File: config.mk
export PLATFORM = sky130hd
export DESIGN_NAME = bstuff_deframer
export DESIGN_NICKNAME = d
export VERILOG_FILES = /design/src/rtl/bsd_pkg.sv /design/src/rtl/bsd_classify.sv /design/src/rtl/bsd_fsm.sv /design/src/rtl/bsd_hold.sv /design/src/rtl/bstuff_deframer.sv
export SDC_FILE = /design/constraint.sdc
export NUM_CORES = 1
export LEC_CHECK = 0
export CORE_MARGIN = 2
export CORE_UTILIZATION = 39
export DETAILED_ROUTE_END_ITERATION = 6
export GPL_TIMING_DRIVEN = 1
export MAX_ROUTING_LAYER = met4
export PLACE_DENSITY_LB_ADDON = 0.3
export SLEW_MARGIN = 30
export SYNTH_ARGS = -nofsm -noshare
export SYNTH_HDL_FRONTEND = slang
export SYNTH_SLANG_ARGS = --single-unit
File: constraint.sdc
create_clock -name clk -period 2.2 [get_ports clk]
set_input_delay 0.22 -clock clk [delete_from_list [all_inputs] [get_ports clk]]
set_output_delay 0.22 -clock clk [all_outputs]
set_load 0.1 [all_outputs]
File: src/rtl/bsd_pkg.sv
package bsd_pkg;
   typedef enum logic [1:0] {
      ST_IDLE = 2'd0,
      ST_BODY = 2'd1,
      ST_ESC  = 2'd2
   } bsd_state_t;

   localparam int NUM_RSV = 3;   // prefix, opener, closer
endpackage

File: src/rtl/bsd_classify.sv
module bsd_classify #(
   parameter int            DW       = 8,
   parameter logic [DW-1:0] RSV_BASE = 8'hFD,
   parameter logic [DW-1:0] SFX_BASE = 8'h0D
) (
   input  logic [DW-1:0] byte_i,
   output logic          is_esc,
   output logic          is_sof,
   output logic          is_eof,
   output logic          sfx_ok,
   output logic [DW-1:0] sfx_val
);
   import bsd_pkg::*;

   logic [NUM_RSV-1:0] hit_rsv;
   logic [NUM_RSV-1:0] hit_sfx;

   if (int'(RSV_BASE) + NUM_RSV > (1 << DW)) begin : g_bad_rsv
      $error("reserved codes overflow the byte width");
   end
   if (int'(SFX_BASE) + NUM_RSV > int'(RSV_BASE)) begin : g_bad_sfx
      $error("substitute codes must lie below the reserved codes");
   end

   for (genvar i = 0; i < NUM_RSV; i++) begin : g_code
      localparam logic [DW-1:0] RC = DW'(int'(RSV_BASE) + i);
      localparam logic [DW-1:0] SC = DW'(int'(SFX_BASE) + i);
      assign hit_rsv[i] = (byte_i == RC);
      assign hit_sfx[i] = (byte_i == SC);
   end

   assign is_esc = hit_rsv[0];
   assign is_sof = hit_rsv[1];
   assign is_eof = hit_rsv[2];
   assign sfx_ok = |hit_sfx;

   always_comb begin
      sfx_val = '0;
      for (int k = 0; k < NUM_RSV; k++) begin
         if (hit_sfx[k]) sfx_val = DW'(int'(RSV_BASE) + k);
      end
   end
endmodule

File: src/rtl/bsd_fsm.sv
module bsd_fsm #(
   parameter int DW = 8
) (
   input  logic          clk,
   input  logic          rst_n,
   input  logic          in_valid,
   input  logic [DW-1:0] in_byte,
   input  logic          is_esc,
   input  logic          is_sof,
   input  logic          is_eof,
   input  logic          sfx_ok,
   input  logic [DW-1:0] sfx_val,
   output logic          pay_v,
   output logic [DW-1:0] pay_d,
   output logic          pay_first,
   output logic          fin,
   output logic          drop,
   output logic          err
);
   import bsd_pkg::*;

   bsd_state_t st, st_nxt;
   logic       first_q;

   always_comb begin
      st_nxt = st;
      pay_v  = 1'b0;
      pay_d  = in_byte;
      fin    = 1'b0;
      drop   = 1'b0;
      err    = 1'b0;
      if (in_valid) begin
         unique case (st)
            ST_IDLE: if (is_sof) st_nxt = ST_BODY;
            ST_BODY: begin
               if (is_sof) begin
                  err = 1'b1; drop = 1'b1;
               end else if (is_eof) begin
                  fin = 1'b1; st_nxt = ST_IDLE;
               end else if (is_esc) begin
                  st_nxt = ST_ESC;
               end else begin
                  pay_v = 1'b1;
               end
            end
            ST_ESC: begin
               if (is_sof) begin
                  err = 1'b1; drop = 1'b1; st_nxt = ST_BODY;
               end else if (sfx_ok) begin
                  pay_v = 1'b1; pay_d = sfx_val; st_nxt = ST_BODY;
               end else begin
                  err = 1'b1; drop = 1'b1; st_nxt = ST_IDLE;
               end
            end
            default: st_nxt = ST_IDLE;
         endcase
      end
   end

   assign pay_first = first_q;

   always_ff @(posedge clk) begin
      if (!rst_n) begin
         st      <= ST_IDLE;
         first_q <= 1'b0;
      end else begin
         st <= st_nxt;
         if (in_valid && is_sof) first_q <= 1'b1;
         else if (pay_v)         first_q <= 1'b0;
      end
   end

   p_sof_restart_r8: assert property (@(posedge clk) disable iff (!rst_n)
      (in_valid && is_sof) |=> (st == ST_BODY && first_q));

   p_idle_quiet_r2: assert property (@(posedge clk) disable iff (!rst_n)
      (st == ST_IDLE && in_valid && !is_sof) |-> (!pay_v && !err && !fin));

   p_eof_exits_r10: assert property (@(posedge clk) disable iff (!rst_n)
      (in_valid && is_eof && st != ST_IDLE) |=> (st == ST_IDLE));
endmodule

File: src/rtl/bsd_hold.sv
module bsd_hold #(
   parameter int DW = 8
) (
   input  logic          clk,
   input  logic          rst_n,
   input  logic          pay_v,
   input  logic [DW-1:0] pay_d,
   input  logic          pay_first,
   input  logic          fin,
   input  logic          drop,
   input  logic          err,
   output logic          out_valid,
   output logic [DW-1:0] out_byte,
   output logic          out_sop,
   output logic          out_eop,
   output logic          out_err
);
   logic          hold_v;
   logic [DW-1:0] hold_d;
   logic          hold_sop;

   always_ff @(posedge clk) begin
      if (!rst_n) begin
         hold_v    <= 1'b0;
         hold_d    <= '0;
         hold_sop  <= 1'b0;
         out_valid <= 1'b0;
         out_byte  <= '0;
         out_sop   <= 1'b0;
         out_eop   <= 1'b0;
         out_err   <= 1'b0;
      end else begin
         out_valid <= 1'b0;
         out_sop   <= 1'b0;
         out_eop   <= 1'b0;
         out_err   <= err;
         if (drop) begin
            hold_v <= 1'b0;
         end else if (fin) begin
            if (hold_v) begin
               out_valid <= 1'b1;
               out_byte  <= hold_d;
               out_sop   <= hold_sop;
               out_eop   <= 1'b1;
            end
            hold_v <= 1'b0;
         end else if (pay_v) begin
            if (hold_v) begin
               out_valid <= 1'b1;
               out_byte  <= hold_d;
               out_sop   <= hold_sop;
            end
            hold_v   <= 1'b1;
            hold_d   <= pay_d;
            hold_sop <= pay_first;
         end
      end
   end

   p_eop_valid_r6: assert property (@(posedge clk) disable iff (!rst_n)
      out_eop |-> out_valid);

   p_err_excl_r11: assert property (@(posedge clk) disable iff (!rst_n)
      !(out_err && out_valid));

   p_drop_clears_r9: assert property (@(posedge clk) disable iff (!rst_n)
      drop |=> !hold_v);
endmodule

File: src/rtl/bstuff_deframer.sv
module bstuff_deframer #(
   parameter int            DW       = 8,
   parameter logic [DW-1:0] RSV_BASE = 8'hFD,
   parameter logic [DW-1:0] SFX_BASE = 8'h0D
) (
   input  logic          clk,
   input  logic          rst_n,
   input  logic          in_valid,
   input  logic [DW-1:0] in_byte,
   output logic          out_valid,
   output logic [DW-1:0] out_byte,
   output logic          out_sop,
   output logic          out_eop,
   output logic          out_err
);
   logic          is_esc, is_sof, is_eof, sfx_ok;
   logic [DW-1:0] sfx_val;
   logic          pay_v, pay_first, fin, drop, err;
   logic [DW-1:0] pay_d;

   bsd_classify #(.DW(DW), .RSV_BASE(RSV_BASE), .SFX_BASE(SFX_BASE)) u_cls (
      .byte_i (in_byte),
      .is_esc (is_esc),
      .is_sof (is_sof),
      .is_eof (is_eof),
      .sfx_ok (sfx_ok),
      .sfx_val(sfx_val)
   );

   bsd_fsm #(.DW(DW)) u_fsm (
      .clk      (clk),
      .rst_n    (rst_n),
      .in_valid (in_valid),
      .in_byte  (in_byte),
      .is_esc   (is_esc),
      .is_sof   (is_sof),
      .is_eof   (is_eof),
      .sfx_ok   (sfx_ok),
      .sfx_val  (sfx_val),
      .pay_v    (pay_v),
      .pay_d    (pay_d),
      .pay_first(pay_first),
      .fin      (fin),
      .drop     (drop),
      .err      (err)
   );

   bsd_hold #(.DW(DW)) u_hold (
      .clk      (clk),
      .rst_n    (rst_n),
      .pay_v    (pay_v),
      .pay_d    (pay_d),
      .pay_first(pay_first),
      .fin      (fin),
      .drop     (drop),
      .err      (err),
      .out_valid(out_valid),
      .out_byte (out_byte),
      .out_sop  (out_sop),
      .out_eop  (out_eop),
      .out_err  (out_err)
   );
endmodule

# --- Yosys cells after proc, flatten, opt, wreduce, memory -nomap -nowiden ---
# Index checks and enable logic that the tools add are counted.
op_classes:
  n_eq_ne: 11
  n_mux: 41
  n_bitwise: 3
  n_reduce_logical: 11
ops:
  columns: ["operator", "n"]
  rows:
  - ["$mux 8", 10]
  - ["$eq 8x4->1 const B", 3]
  - ["$eq 8x8->1 const B", 3]
  - ["$mux 1", 23]
  - ["$mux 2", 5]
  - ["$reduce_or 3->1", 3]
  - ["$pmux 2 s3", 1]
  - ["$pmux 1 s2", 2]
  - ["$reduce_and 4->1", 1]
  - ["$reduce_bool 2->1", 2]
  - ["$ne 3x3->1 const B", 1]
  - ["$not 1->1", 3]
  - ["$reduce_and 3->1", 1]
  - ["$eq 2x1->1 const B", 1]
  - ["$eq 2x2->1 const B", 1]
  - ["$logic_not 2->1", 1]
  - ["$ne 2x1->1 const B", 1]
  - ["$ne 2x2->1 const B", 1]
  - ["$reduce_and 2->1", 1]
  - ["$reduce_or 2->1", 1]
  - ["$logic_and 1x1->1", 1]
totals:
  regBits: 25
  out_inout_bits: 12
  elab_cells: 76

# --- Logic depth before layout (Yosys ltp) ---
depth:
  depth_word: 8
  mapped_depth: 8

# --- Modules after synthesis ---
# A second synthesis with hierarchy kept.
unflattened:
  cells_unflattened: 144
  hier_area_um2: 1345.0
by_module_without_submodules:
  columns: ["module", "instances", "cells_per_inst", "area_per_inst_um2", "seq_area_each_um2"]
  rows:
  - ["bsd_hold", 1, 81, 789.5, 440.4]
  - ["bsd_fsm", 1, 45, 426.7, 60.1]
  - ["bsd_classify", 1, 18, 128.9, 0.0]

# --- Least setup slack after synthesis ---
# OpenSTA, ideal clock, no wires.
synth_timing:
  path_type: "register -> register"
  startpoint: "reg u_fsm.st[0]"
  endpoint: "reg u_hold.hold_d[0]"
  arrival_time_ns: 1.597
  setup_slack_ns: 0.473
  path_stages_with_launch: 8
  synth_period_minus_slack_ns: 1.727
  path_cell_list: "dfxtp_1 -> inv_1 -> ha_1 -> nand2_1 -> a2111oi_4 -> buf_6 -> mux2i_1 -> nor2_1"
synth_between:
  elab_chain_len: 5
  word_cells_on_any_way: 13
  cone_classes: "2 x eq/ne; 8 x mux; 2 x bitwise; 1 x reduce/logical"
synth_rtl:
  columns: ["element", "line_no", "source"]
  rows:
  - ["from (decl)", "bsd_fsm.sv:22", "bsd_state_t st, st_nxt;"]
  - ["from (signal assigned)", "bsd_fsm.sv:67", "st <= st_nxt;"]
  - ["$eq 2x2->1 / $eq 2x1->1 (equally long branches)", "bsd_fsm.sv:33", "unique case (st)"]
  - ["$pmux 1 s2 / $mux 1 (equally long branches)", "bsd_fsm.sv:33", null]
  - ["$mux 1 (on tied branches)", null, null]
  - ["$not 1->1 (no source line)", null, null]
  - ["$reduce_and 3->1 (no source line)", null, null]
  - ["to (signal assigned)", "bsd_hold.sv:54", "hold_d <= pay_d;"]
  - ["to (decl)", "bsd_hold.sv:19", "logic [DW-1:0] hold_d;"]
# Several ways; a longest one is shown, not always the timed one.
# A chain may end at the register's enable or synchronous reset.

# --- Final worst setup path ---
layout_timing:
  startpoint: "in in_byte[7]"
  endpoint: "reg u_hold.out_byte[0]"
layout_between:
  elab_chain_len: 8
  word_cells_on_any_way: 27
  cone_classes: "6 x eq/ne; 17 x mux; 1 x bitwise; 3 x reduce/logical"
layout_rtl:
  columns: ["element", "line_no", "source"]
  rows:
  - ["from (decl)", "bstuff_deframer.sv:9", "input logic [DW-1:0] in_byte,"]
  - ["$eq 8x4->1 / $eq 8x8->1 (equally long branches)", "bsd_classify.sv:29, bsd_classify.sv:28", null]
  - ["$reduce_or 3->1 / $mux 1 (equally long branches)", "bsd_classify.sv:35, bsd_fsm.sv:40", null]
  - ["$mux 1 (on tied branches)", "bsd_fsm.sv:49, bsd_fsm.sv:38", null]
  - ["$mux 1 (on tied branches)", "bsd_fsm.sv:47, bsd_fsm.sv:36", null]
  - ["$pmux 1 s2", "bsd_fsm.sv:33", null]
  - ["$mux 1 (on tied branches)", null, null]
  - ["$reduce_bool 2->1 (no source line) / $not 1->1 (equally long branches)", null, null]
  - ["$reduce_and 2->1 (no source line)", null, null]
  - ["to (signal assigned)", "bsd_hold.sv:42", "out_byte <= hold_d;"]
  - ["to (signal assigned)", "bsd_hold.sv:50", "out_byte <= hold_d;"]
  - ["to (decl)", "bsd_hold.sv:13", "output logic [DW-1:0] out_byte,"]
# Several ways; a longest one is shown, not always the timed one.

==> impl_metrics.toml <==
[placement]
hpwl_um = 2138
placed_area_um2 = 1483
gp_congestion = 0.9259
port-buffer-count = 22
dp_slack_ns = -0.1365

[layout]
multi_input_area_um2 = 634.4
fin_area_um2 = 1513
fin_nets = 175
num-fill-cells = 273
layout_common_cells = "dfxtp_1, buf_4, nor2_1, nand2_1, mux2i_1"
mostFrequentLayoutCell = "dfxtp_1"
drive_above_1_share_pct = 24.53
antennaDiodeCount = 0
syn2layout_area_growth_pct = 27.00
fin_util_pct = 50.80
seqCellArea_um2 = 500.5

[pwr]
p_int_mw = 0.5465
p_per_area_nw_per_um2 = 472.2
seqPwrFrac_pct = 63.4
p_sw_mw = 0.1678
worst_ir_drop_vdd_uv = 306.4
pwr-share-comb_pct = 7.5
clkPwrFrac_pct = 29.1
p_leak_nw = 0.5585
swShare_pct = 23.49

[routing]
post_drt_wl_per_cell_um = 14.23
drtIter0Drc = 27
via_per_inst = 5.250
via_count = 1008
final_antenna_net_count = 0
drcViolationCount = 0
firstDrtPassIters = 4
finalWirelength_um = 2732

[clock_tree]
postCtsResizedCells = 0
cts_max_level = 1
clock_latency_ns = 0.32
post-cts-setup-buffers = 0
cts_tree = "built"
clock_sinks = 25
clkSlewWorstSetupHoldPaths_ns = 0.14
clockBufferDepth = 2
cts_hold_buf = 0
clockRootBuffer = "clkbuf_4"
cts_buffers = 3

[die]
die_x_um = 59.27
core.rowCount = 20
die_h_um = 59.27
die-area_um2 = 3512
initial_core_util_pct = 40.00
num_io_pins = 23
core_um2 = 2978

[synthesis]
yosysWarnings = 0
synthCells = 126
syn_area_per_cell_um2 = 9.454
syn_nets = 141
synth_compound_area_share_pct = 17.44
synth_top_family_by_area = "simple AND/OR/NAND/NOR gates"
ys_types = 31
yosys.area_share.simple_pct = 20.69
ys_seq_area_share_pct = 42.02
synthAdderAreaFrac_pct = 4.202
netlist_area_um2 = 1191
synthMuxAreaShare_pct = 10.92
synth-seq-cells = 25
synthXorXnorAreaFrac_pct = 0

[sta]
setup_viol = 0
layout_setup_ws_ns = 0.1722
slew_headroom_pct = 61.42
finalHoldWorstSlack_ns = 0.4681
fin_skew_ns = 0.003369
fin_crit_sh_pct = 92.17
max_freq_mhz = 493.1
hold_violations = 0
slew_violations = 0
fin_crit_ns = 2.028
rsz0062_at_grt = "false"
worst_slew_pin_slew_ns = 0.5641

[worst_setup_path]
crit_chain = "clkdlybuf4s50_1, nor4_4, nand3_2, a211o_2, a211oi_2, buf_4, mux2i_1"
crit_arrival_ns = 2.28
worst_setup_path_start_kind = "primary input"
worst_path_max_delay_cell = "clkdlybuf4s50_1"
required_ns = 2.46
critPathMaxFanout = 8
criticalPathCategory = "in2reg"
crit_path_max_incr_delay_ns = 0.47
end_kind = "flip-flop"
reg2reg_slack_ns = 0.22

[global_route]
grt_pass1_wl_um = 4802
grt_usage_pct = 18.93
grt_overflow = 0
antenna_found_initial = 0
grt_max_degree = 20
grt_pass1_vias = 1051

[outcome]
status = "completed"

[flow_run]
cap_violations = 0

[worst_hold_path]
holdCritPathClass = "reg2reg"
==> final cells by class <==
| type | count | share of cell area [%] |
|---|---|---|
| Tap cell | 33 | 2.730 |
| Inverter | 7 | 1.737 |
| Clock inverter | 1 | 0.4963 |
| Sequential cell | 25 | 33.09 |
| Clock buffer | 3 | 1.489 |
| Timing Repair Buffer | 34 | 18.53 |
| Multi-Input combinational cell | 89 | 41.94 |
==> sequential cells by signal (all words and copies together), names as in the netlist <==
signal	flops
u_fsm.st	2
u_hold.hold_sop	1
u_hold.hold_v	1
u_hold.hold_d	8
u_hold.out_valid	1
u_fsm.pay_first	1
u_hold.out_eop	1
u_hold.out_err	1
u_hold.out_byte	8
u_hold.out_sop	1
==> synth_stat cells <==
cell type	instances	area [µm²]
a2111o_1	1	11.26
a2111oi_0	1	8.760
a2111oi_4	1	27.53
a211o_2	1	10.01
a211oi_2	5	62.56
a21boi_0	1	7.510
a21oi_1	2	10.01
a22oi_1	2	15.01
and2_1	2	12.51
and2_2	1	7.510
and3_1	1	6.260
buf_4	1	7.510
buf_6	1	11.26
clkbuf_1	3	11.26
dfxtp_1	25	500.5
ha_1	4	50.05
inv_1	7	26.28
mux2i_1	13	130.1
nand2_1	17	63.81
nand3_1	2	10.01
nand3_2	1	10.01
nand3b_1	1	7.510
nand4_1	2	12.51
nand4b_1	1	8.760
nor2_1	17	63.81
nor3_1	2	10.01
nor4_1	2	12.51
nor4_4	1	21.27
o211a_1	2	20.02
o21ai_0	5	25.02
o21ba_2	1	10.01
==> logic make-up after synthesis <==
family,count (synthesis)
mux,13
simple gates,50
buf+inv,12
compound gates,22
flops,25
fa+ha+maj,4
==> per-stage QoR <==
stage                     instances  setup TNS [ns]  power, mW
after floorplan                 126               0     0.4808
after global placement          188         -0.2077     0.5155
after detailed placement        188          -1.010     0.5165
after CTS                       192               0     0.7280
after global routing            192               0     0.7501
final                           192               0     0.7143
==> path summary, 6_finish.rpt <==
path / startpoint / endpoint / depth (start not counted)
setup / recovery: in_byte[7] / u_hold.out_byte[0] / 7
hold / removal: u_hold.out_byte[5] / u_hold.out_byte[5] / 2
setup reg to reg: u_fsm.st[0] / u_hold.out_byte[0] / 7
hold reg to reg: u_hold.out_byte[5] / u_hold.out_byte[5] / 2
==> worst max-delay path, delay by kind of cell <==
family / cells / cell delay [ns]
and+or+nand+nor: 2 / 0.51
AOI/OAI and AO/OA: 2 / 0.65
buffers and inverters: 2 / 0.70
muxes: 1 / 0.20
==> power by group through the flow <==
| stage | sequential, mW | clock [mW] | combinational (mW) |
|---|---|---|---|
| finish | 0.453 | 0.208 | 0.0537 |
| global route | 0.453 | 0.238 | 0.0591 |
| CTS | 0.453 | 0.221 | 0.0538 |
| detailed placement | 0.463 | 0 | 0.0536 |
| global placement | 0.463 | 0 | 0.0525 |
| floorplan | 0.463 | 0 | 0.0179 |
==> layer usage <==
layer,vias to the layer above,share of wire [%],track usage (%)
met4,0,1.6,8.117
met5,-,0,-
met2,22,50,32.03
li1,506,-,-
met3,4,3.6,2.183
met1,476,44,22.51
Power figures use the tool's default switching activity.
